[src/rtl/estore_pkg.sv]
package estore_pkg;

   function automatic bit is_pow2(input int v);
      return (v > 0) && ((v & (v - 1)) == 0);
   endfunction

endpackage

[src/rtl/estore_wr_stage.sv]
module estore_wr_stage #(
   parameter int IDX_W  = 5,
   parameter int DATA_W = 32
) (
   input  logic              clk,
   input  logic              rst_n,
   input  logic              qual_i,
   input  logic [IDX_W-1:0]  idx_i,
   input  logic [DATA_W-1:0] data_i,
   output logic              pend_vld_o,
   output logic [IDX_W-1:0]  pend_idx_o,
   output logic [DATA_W-1:0] pend_data_o
);

   always_ff @(posedge clk) begin
      if (!rst_n) begin
         pend_vld_o  <= 1'b0;
         pend_idx_o  <= '0;
         pend_data_o <= '0;
      end else begin
         pend_vld_o <= qual_i;
         if (qual_i) begin
            pend_idx_o  <= idx_i;
            pend_data_o <= data_i;
         end
      end
   end

endmodule

[src/rtl/estore_data_bank.sv]
module estore_data_bank #(
   parameter int ROWS   = 4,
   parameter int DATA_W = 32,
   localparam int ROW_W = $clog2(ROWS)
) (
   input  logic                   clk,
   input  logic                   rst_n,
   input  logic                   we_i,
   input  logic [ROW_W-1:0]       row_i,
   input  logic [DATA_W-1:0]      din_i,
   output logic [ROWS*DATA_W-1:0] rows_o
);

   for (genvar r = 0; r < ROWS; r++) begin : g_row
      logic [DATA_W-1:0] cell_q;
      always_ff @(posedge clk) begin
         if (!rst_n)
            cell_q <= '0;
         else if (we_i && (row_i == ROW_W'(r)))
            cell_q <= din_i;
      end
      assign rows_o[r*DATA_W +: DATA_W] = cell_q;
   end

endmodule

[src/rtl/estore_flag_array.sv]
module estore_flag_array #(
   parameter int ENTRIES = 32,
   parameter int FLAG_W  = 4,
   localparam int IDX_W  = $clog2(ENTRIES)
) (
   input  logic                      clk,
   input  logic                      rst_n,
   input  logic                      we_i,
   input  logic [IDX_W-1:0]          idx_i,
   input  logic [FLAG_W-1:0]         din_i,
   output logic [ENTRIES*FLAG_W-1:0] flags_o
);

   for (genvar e = 0; e < ENTRIES; e++) begin : g_ent
      logic [FLAG_W-1:0] fl_q;
      always_ff @(posedge clk) begin
         if (!rst_n)
            fl_q <= '0;
         else if (we_i && (idx_i == IDX_W'(e)))
            fl_q <= din_i;
      end
      assign flags_o[e*FLAG_W +: FLAG_W] = fl_q;
   end

endmodule

[src/rtl/entry_store.sv]
module entry_store #(
   parameter int NUM_ENTRIES = 32,
   parameter int NUM_BANKS   = 8,
   parameter int DATA_W      = 32,
   parameter int FLAG_W      = 4,
   localparam int IDX_W      = $clog2(NUM_ENTRIES),
   localparam int BANK_W     = $clog2(NUM_BANKS),
   localparam int ROWS       = NUM_ENTRIES / NUM_BANKS,
   localparam int ROW_W      = $clog2(ROWS)
) (
   input  logic              clk,
   input  logic              rst_n,
   input  logic              wr_in_valid,
   input  logic              wr_data_qual,
   input  logic [IDX_W-1:0]  wr_idx,
   input  logic [DATA_W-1:0] wr_data,
   input  logic [FLAG_W-1:0] wr_flags,
   input  logic [IDX_W-1:0]  rd_idx,
   output logic [DATA_W-1:0] rd_data,
   output logic [FLAG_W-1:0] rd_flags
);

   if (!estore_pkg::is_pow2(NUM_BANKS) || NUM_BANKS < 2) begin : g_bad_banks
      $error("NUM_BANKS must be a power of two of at least 2");
   end
   if (!estore_pkg::is_pow2(NUM_ENTRIES) || ROWS < 2) begin : g_bad_entries
      $error("NUM_ENTRIES must be a power of two holding at least two rows per bank");
   end

   // pending write register (request cycle -> commit cycle)
   logic              pend_vld;
   logic [IDX_W-1:0]  pend_idx;
   logic [DATA_W-1:0] pend_data;

   estore_wr_stage #(.IDX_W(IDX_W), .DATA_W(DATA_W)) u_wr_stage (
      .clk        (clk),
      .rst_n      (rst_n),
      .qual_i     (wr_data_qual),
      .idx_i      (wr_idx),
      .data_i     (wr_data),
      .pend_vld_o (pend_vld),
      .pend_idx_o (pend_idx),
      .pend_data_o(pend_data)
   );

   logic [BANK_W-1:0] pend_bank;
   logic [ROW_W-1:0]  pend_row;
   assign pend_bank = pend_idx[BANK_W-1:0];
   assign pend_row  = pend_idx[IDX_W-1:BANK_W];

   logic [ROWS*DATA_W-1:0]        bank_rows [NUM_BANKS];
   logic [NUM_ENTRIES*DATA_W-1:0] data_flat;

   for (genvar b = 0; b < NUM_BANKS; b++) begin : g_bank
      logic bank_we;
      assign bank_we = pend_vld && (pend_bank == BANK_W'(b));

      estore_data_bank #(.ROWS(ROWS), .DATA_W(DATA_W)) u_bank (
         .clk    (clk),
         .rst_n  (rst_n),
         .we_i   (bank_we),
         .row_i  (pend_row),
         .din_i  (pend_data),
         .rows_o (bank_rows[b])
      );

      for (genvar r = 0; r < ROWS; r++) begin : g_map
         assign data_flat[(r*NUM_BANKS+b)*DATA_W +: DATA_W] =
            bank_rows[b][r*DATA_W +: DATA_W];
      end
   end

   logic [NUM_ENTRIES*FLAG_W-1:0] flag_flat;

   estore_flag_array #(.ENTRIES(NUM_ENTRIES), .FLAG_W(FLAG_W)) u_flags (
      .clk     (clk),
      .rst_n   (rst_n),
      .we_i    (wr_in_valid),
      .idx_i   (wr_idx),
      .din_i   (wr_flags),
      .flags_o (flag_flat)
   );

   // read path: bank mux, then row mux
   logic [BANK_W-1:0]      rd_bank;
   logic [ROW_W-1:0]       rd_row;
   logic [ROWS*DATA_W-1:0] rd_bank_rows;

   assign rd_bank = rd_idx[BANK_W-1:0];
   assign rd_row  = rd_idx[IDX_W-1:BANK_W];

   always_comb begin
      rd_bank_rows = bank_rows[0];
      for (int b = 1; b < NUM_BANKS; b++) begin
         if (rd_bank == BANK_W'(b))
            rd_bank_rows = bank_rows[b];
      end
   end

   assign rd_data  = rd_bank_rows[rd_row*DATA_W +: DATA_W];
   assign rd_flags = flag_flat[rd_idx*FLAG_W +: FLAG_W];

endmodule

[config.mk]
export PLATFORM = sky130hd
export DESIGN_NAME = entry_store
export DESIGN_NICKNAME = d
export VERILOG_FILES = /design/src/rtl/estore_pkg.sv /design/src/rtl/estore_wr_stage.sv /design/src/rtl/estore_data_bank.sv /design/src/rtl/estore_flag_array.sv /design/src/rtl/entry_store.sv
export SDC_FILE = /design/constraint.sdc
export NUM_CORES = 2
export LEC_CHECK = 0
export BUFFER_PORTS_ARGS = -buffer_cell sky130_fd_sc_hd__buf_2
export CORE_UTILIZATION = 35
export CTS_CLUSTER_DIAMETER = 100
export DETAILED_ROUTE_END_ITERATION = 12
export PLACE_DENSITY_LB_ADDON = 0.3
export SETUP_SLACK_MARGIN = 0.4
export SLEW_MARGIN = 20
export SYNTH_ARGS = -nofsm -noshare
export SYNTH_HDL_FRONTEND = slang
export SYNTH_SLANG_ARGS = --single-unit
export TNS_END_PERCENT = 10
[constraint.sdc]
create_clock -name clk -period 4.1 [get_ports clk]
set_input_delay 0.205 -clock clk [delete_from_list [all_inputs] [get_ports clk]]
set_output_delay 0.205 -clock clk [all_outputs]
set_load 0.02 [all_outputs]
==> results.cfg <==
[layout]
fillers = 15700
area_delta_synth_final_pct = 12.4
stdcell_area_um2 = 62200
final_nets = 6589
drive_gt1_share_pct = 10.5

[route]
vias_per_cell = 5.62
wirelength_mm = 207
dr.pass1.iters = 6
final_antenna_net_count = 0
wire_per_inst_um = 23.8
drt_iter0_markers = 5104
drc = 0
route.vias.total = 48900

[worst_setup_path]
worstSetupPathType = in -> out
cp-start-kind = input pin
r2r_start = u_wr_stage.pend_idx_o[1]
crit_required_ns = 3.89
worstPathArrival_ns = 3.18
critPathMaxStageDelay_ns = 0.72
reg2reg_depth = 6
rr_endpoint = g_bank[3].u_bank.g_row[1].cell_q[1]
crit_path_cell_trace = buf_8 > o21ba_4 > buf_4 > o22a_1 > o221ai_1 > a21o_1 > a32oi_1 > buf_2
reg2reg_slack_ns = 1.30
critPathMaxFanout = 52
crit_slowest_cell = o21ba_4
worstSetupEndpointType = output pin

[timing]
grt_setup_unrepaired = no
layout_min_cycle_time_ns = 3.39
fin_tns_setup_ns = 0
hold_ws_ns = 0.0177
skew_ns = 0.0310
hold_viol_final = 0
max_freq_mhz = 295
slew_violations = 0
setup_viol = 0
slew_headroom_pct = 27.7
worstMarginPinSlew_ns = 1.08
finalCritPeriodShare_pct = 82.7
worst_slack_ns = 0.710

[floorplanning]
dieArea_um2 = 160000
die_h_um = 399
start_util_pct = 35.3
fp.dieW_um = 399
coreArea_um2 = 157000
rows = 145
io_pins = 86

[power]
comb_power_share_pct = 8.5
total_power_mw = 26.0
p_int_mw = 19.4
p_sw_share_pct = 25.4
ir_worst_vdd_v = 0.000408
seqPwrFrac_pct = 44.9
p_clk_share_pct = 46.6
leakage_nw = 20.6
switchingPower_mw = 6.59
cellPowerDensity_nw_per_um2 = 418

[clocking]
cts_tree = built
path_clk_slew_ns = 0.06
clock_path_buffers = 3
clockRootBuffer = clkbuf_16
h-tree-depth = 4
clock-sinks = 1190
clk_latency_ns = 0.80
numCtsBuffers = 130
cts-resized-gates = 0

[global_route]
grt_max_degree = 154
antenna_found_initial = 4
grt_overflow = 0
grt_pass1_wl_mm = 306
grt_usage_pct = 25.4
first_global_vias = 46700

[logic_synthesis]
ys.flop_type = dfxtp_1
syn_inst = 6767
syn-num-nets = 6817
synth_seq_area_share_pct = 43.1
ys_ff_latch = 1190
synth_cell_type_count = 64
synth_area_leader_cell = dfxtp_1
synth_edf_count = 0
syn_area_per_cell_um2 = 8.17
yosys_warnings = 0
synth_top_cell_area_share_pct = 43.1
synth_area_um2 = 55300
async_flop_share_pct = 0
synthTopCellsByArea = dfxtp_1, nand2_1, a21boi_0

[place]
portBuffers = 85
gp_congestion = 0.895
dp_slack_ns = 0.954
hpwl_mm = 121
placedInstanceArea_um2 = 57400

[min_path]
whs_endpoint = u_wr_stage.pend_data_o[4]
hold_path_class = in -> reg
min-delay-start = wr_data_qual
hold_path_depth = 3

[run]
maxCapViolCount = 0

[run_status]
status = complete, no violations
## cell usage in the layout (no fill, tap or decap), types with 12 or more instances in the layout
| cell type | n |
|---|---|
| a21boi_0 | 890 |
| a21boi_1 | 186 |
| a21o_1 | 49 |
| a21oi_1 | 127 |
| a221o_1 | 12 |
| a221oi_1 | 30 |
| a22oi_1 | 31 |
| a31oi_1 | 24 |
| a32oi_1 | 31 |
| buf_12 | 25 |
| buf_2 | 79 |
| buf_4 | 178 |
| clkbuf_1 | 31 |
| clkbuf_16 | 133 |
| clkbuf_8 | 34 |
| dfxtp_1 | 1190 |
| dlygate4sd3_1 | 45 |
| inv_1 | 66 |
| mux2_2 | 126 |
| mux2i_1 | 231 |
| mux4_2 | 28 |
| nand2_1 | 2162 |
| nand3_1 | 54 |
| nor2_1 | 116 |
| nor2_4 | 14 |
| nor2b_1 | 119 |
| nor3_1 | 62 |
| o211ai_1 | 31 |
| o21ai_0 | 118 |
| o21bai_1 | 30 |
| o221ai_1 | 64 |
| o22a_1 | 65 |
| o22ai_1 | 127 |
## flip-flops by register name, indices dropped and copies added (netlist names)
| register | cells |
|---|---|
| u_wr_stage.pend_vld_o | 1 |
| u_wr_stage.pend_data_o | 32 |
| u_wr_stage.pend_idx_o | 5 |
| g_bank.u_bank.g_row.cell_q | 1024 |
| u_flags.g_ent.fl_q | 128 |
## power groups by stage
stage               clock [mW]  combinational [mW]  sequential, mW
CTS                       12.3                2.15            11.6
floorplan                    0                1.33            11.9
global route              12.7                2.28            11.6
detailed placement           0                2.11            11.9
finish                    12.1                2.21            11.6
global placement             0                2.11            11.9
## synthesized netlist by cell type, types with 118 or more instances
library cell / number
nand2_1: 2163
dfxtp_1: 1190
a21boi_0: 890
clkbuf_1: 469
mux2i_1: 231
a21boi_1: 186
buf_2: 174
a21oi_1: 127
o22ai_1: 127
mux2_2: 126
nor2_1: 125
nor2b_1: 121
o21ai_0: 118
## logic make-up after synthesis
group,count (synthesis),synth area share (%)
flops,1190,43.1
mux,385,7.89
compound gates,1842,24.1
buf+inv,757,5.93
simple gates,2593,19.0
## timing repair
action,CTS,global route
hold buffers,45,0
setup buffers,0,0
endpoints found under the hold margin,59,0
## critical path: cells and delay by family
kind | cells | cell delay [ns]
buf+inv | 3 | 0.96
compound gates | 5 | 1.92
## area by class of cell
class,count,area [um2],share of cell area (%)
Clock buffer,198,3910,6.29
Timing Repair Buffer,331,2740,4.41
Clock inverter,34,439,0.706
Sequential cell,1190,23800,38.3
Antenna cell,2,5.00,0.00805
Multi-Input combinational cell,4820,28400,45.7
Inverter,66,248,0.399
Tap cell,2058,2570,4.14
## routing by layer
layer  global-route usage, %  vias to the layer above  wire length, um
li1                        -                    22400                -
met1                    34.4                    23700            88300
met2                    39.7                     2269            91900
met3                    4.44                      518            18500
met4                    10.7                        2             8640
met5                       0                        -                5
## stage by stage
| step | util, % | instances |
|---|---|---|
| 6_report | 39.7 | 8699 |
| 5_1_grt | 39.7 | 8697 |
| 4_1_cts | 39.7 | 8697 |
| 3_5_place_dp | 36.6 | 8420 |
| 3_3_place_gp | 36.6 | 8420 |
| 2_1_floorplan | - | 6767 |
## worst max-delay path by stage
stage | end | from | depth (start not counted) | slack [ns]
detailed placement | rd_data[24] | rd_idx[0] | 8 | 0.95
global route | rd_data[23] | rd_idx[0] | 8 | 0.80
finish | rd_data[23] | rd_idx[0] | 8 | 0.71
floorplan | rd_flags[1] | rd_idx[0] | 7 | 2.16
global placement | rd_data[26] | rd_idx[0] | 7 | 0.96
CTS | rd_data[24] | rd_idx[0] | 8 | 0.96
No activity file was read; power rests on OpenSTA's default activity.
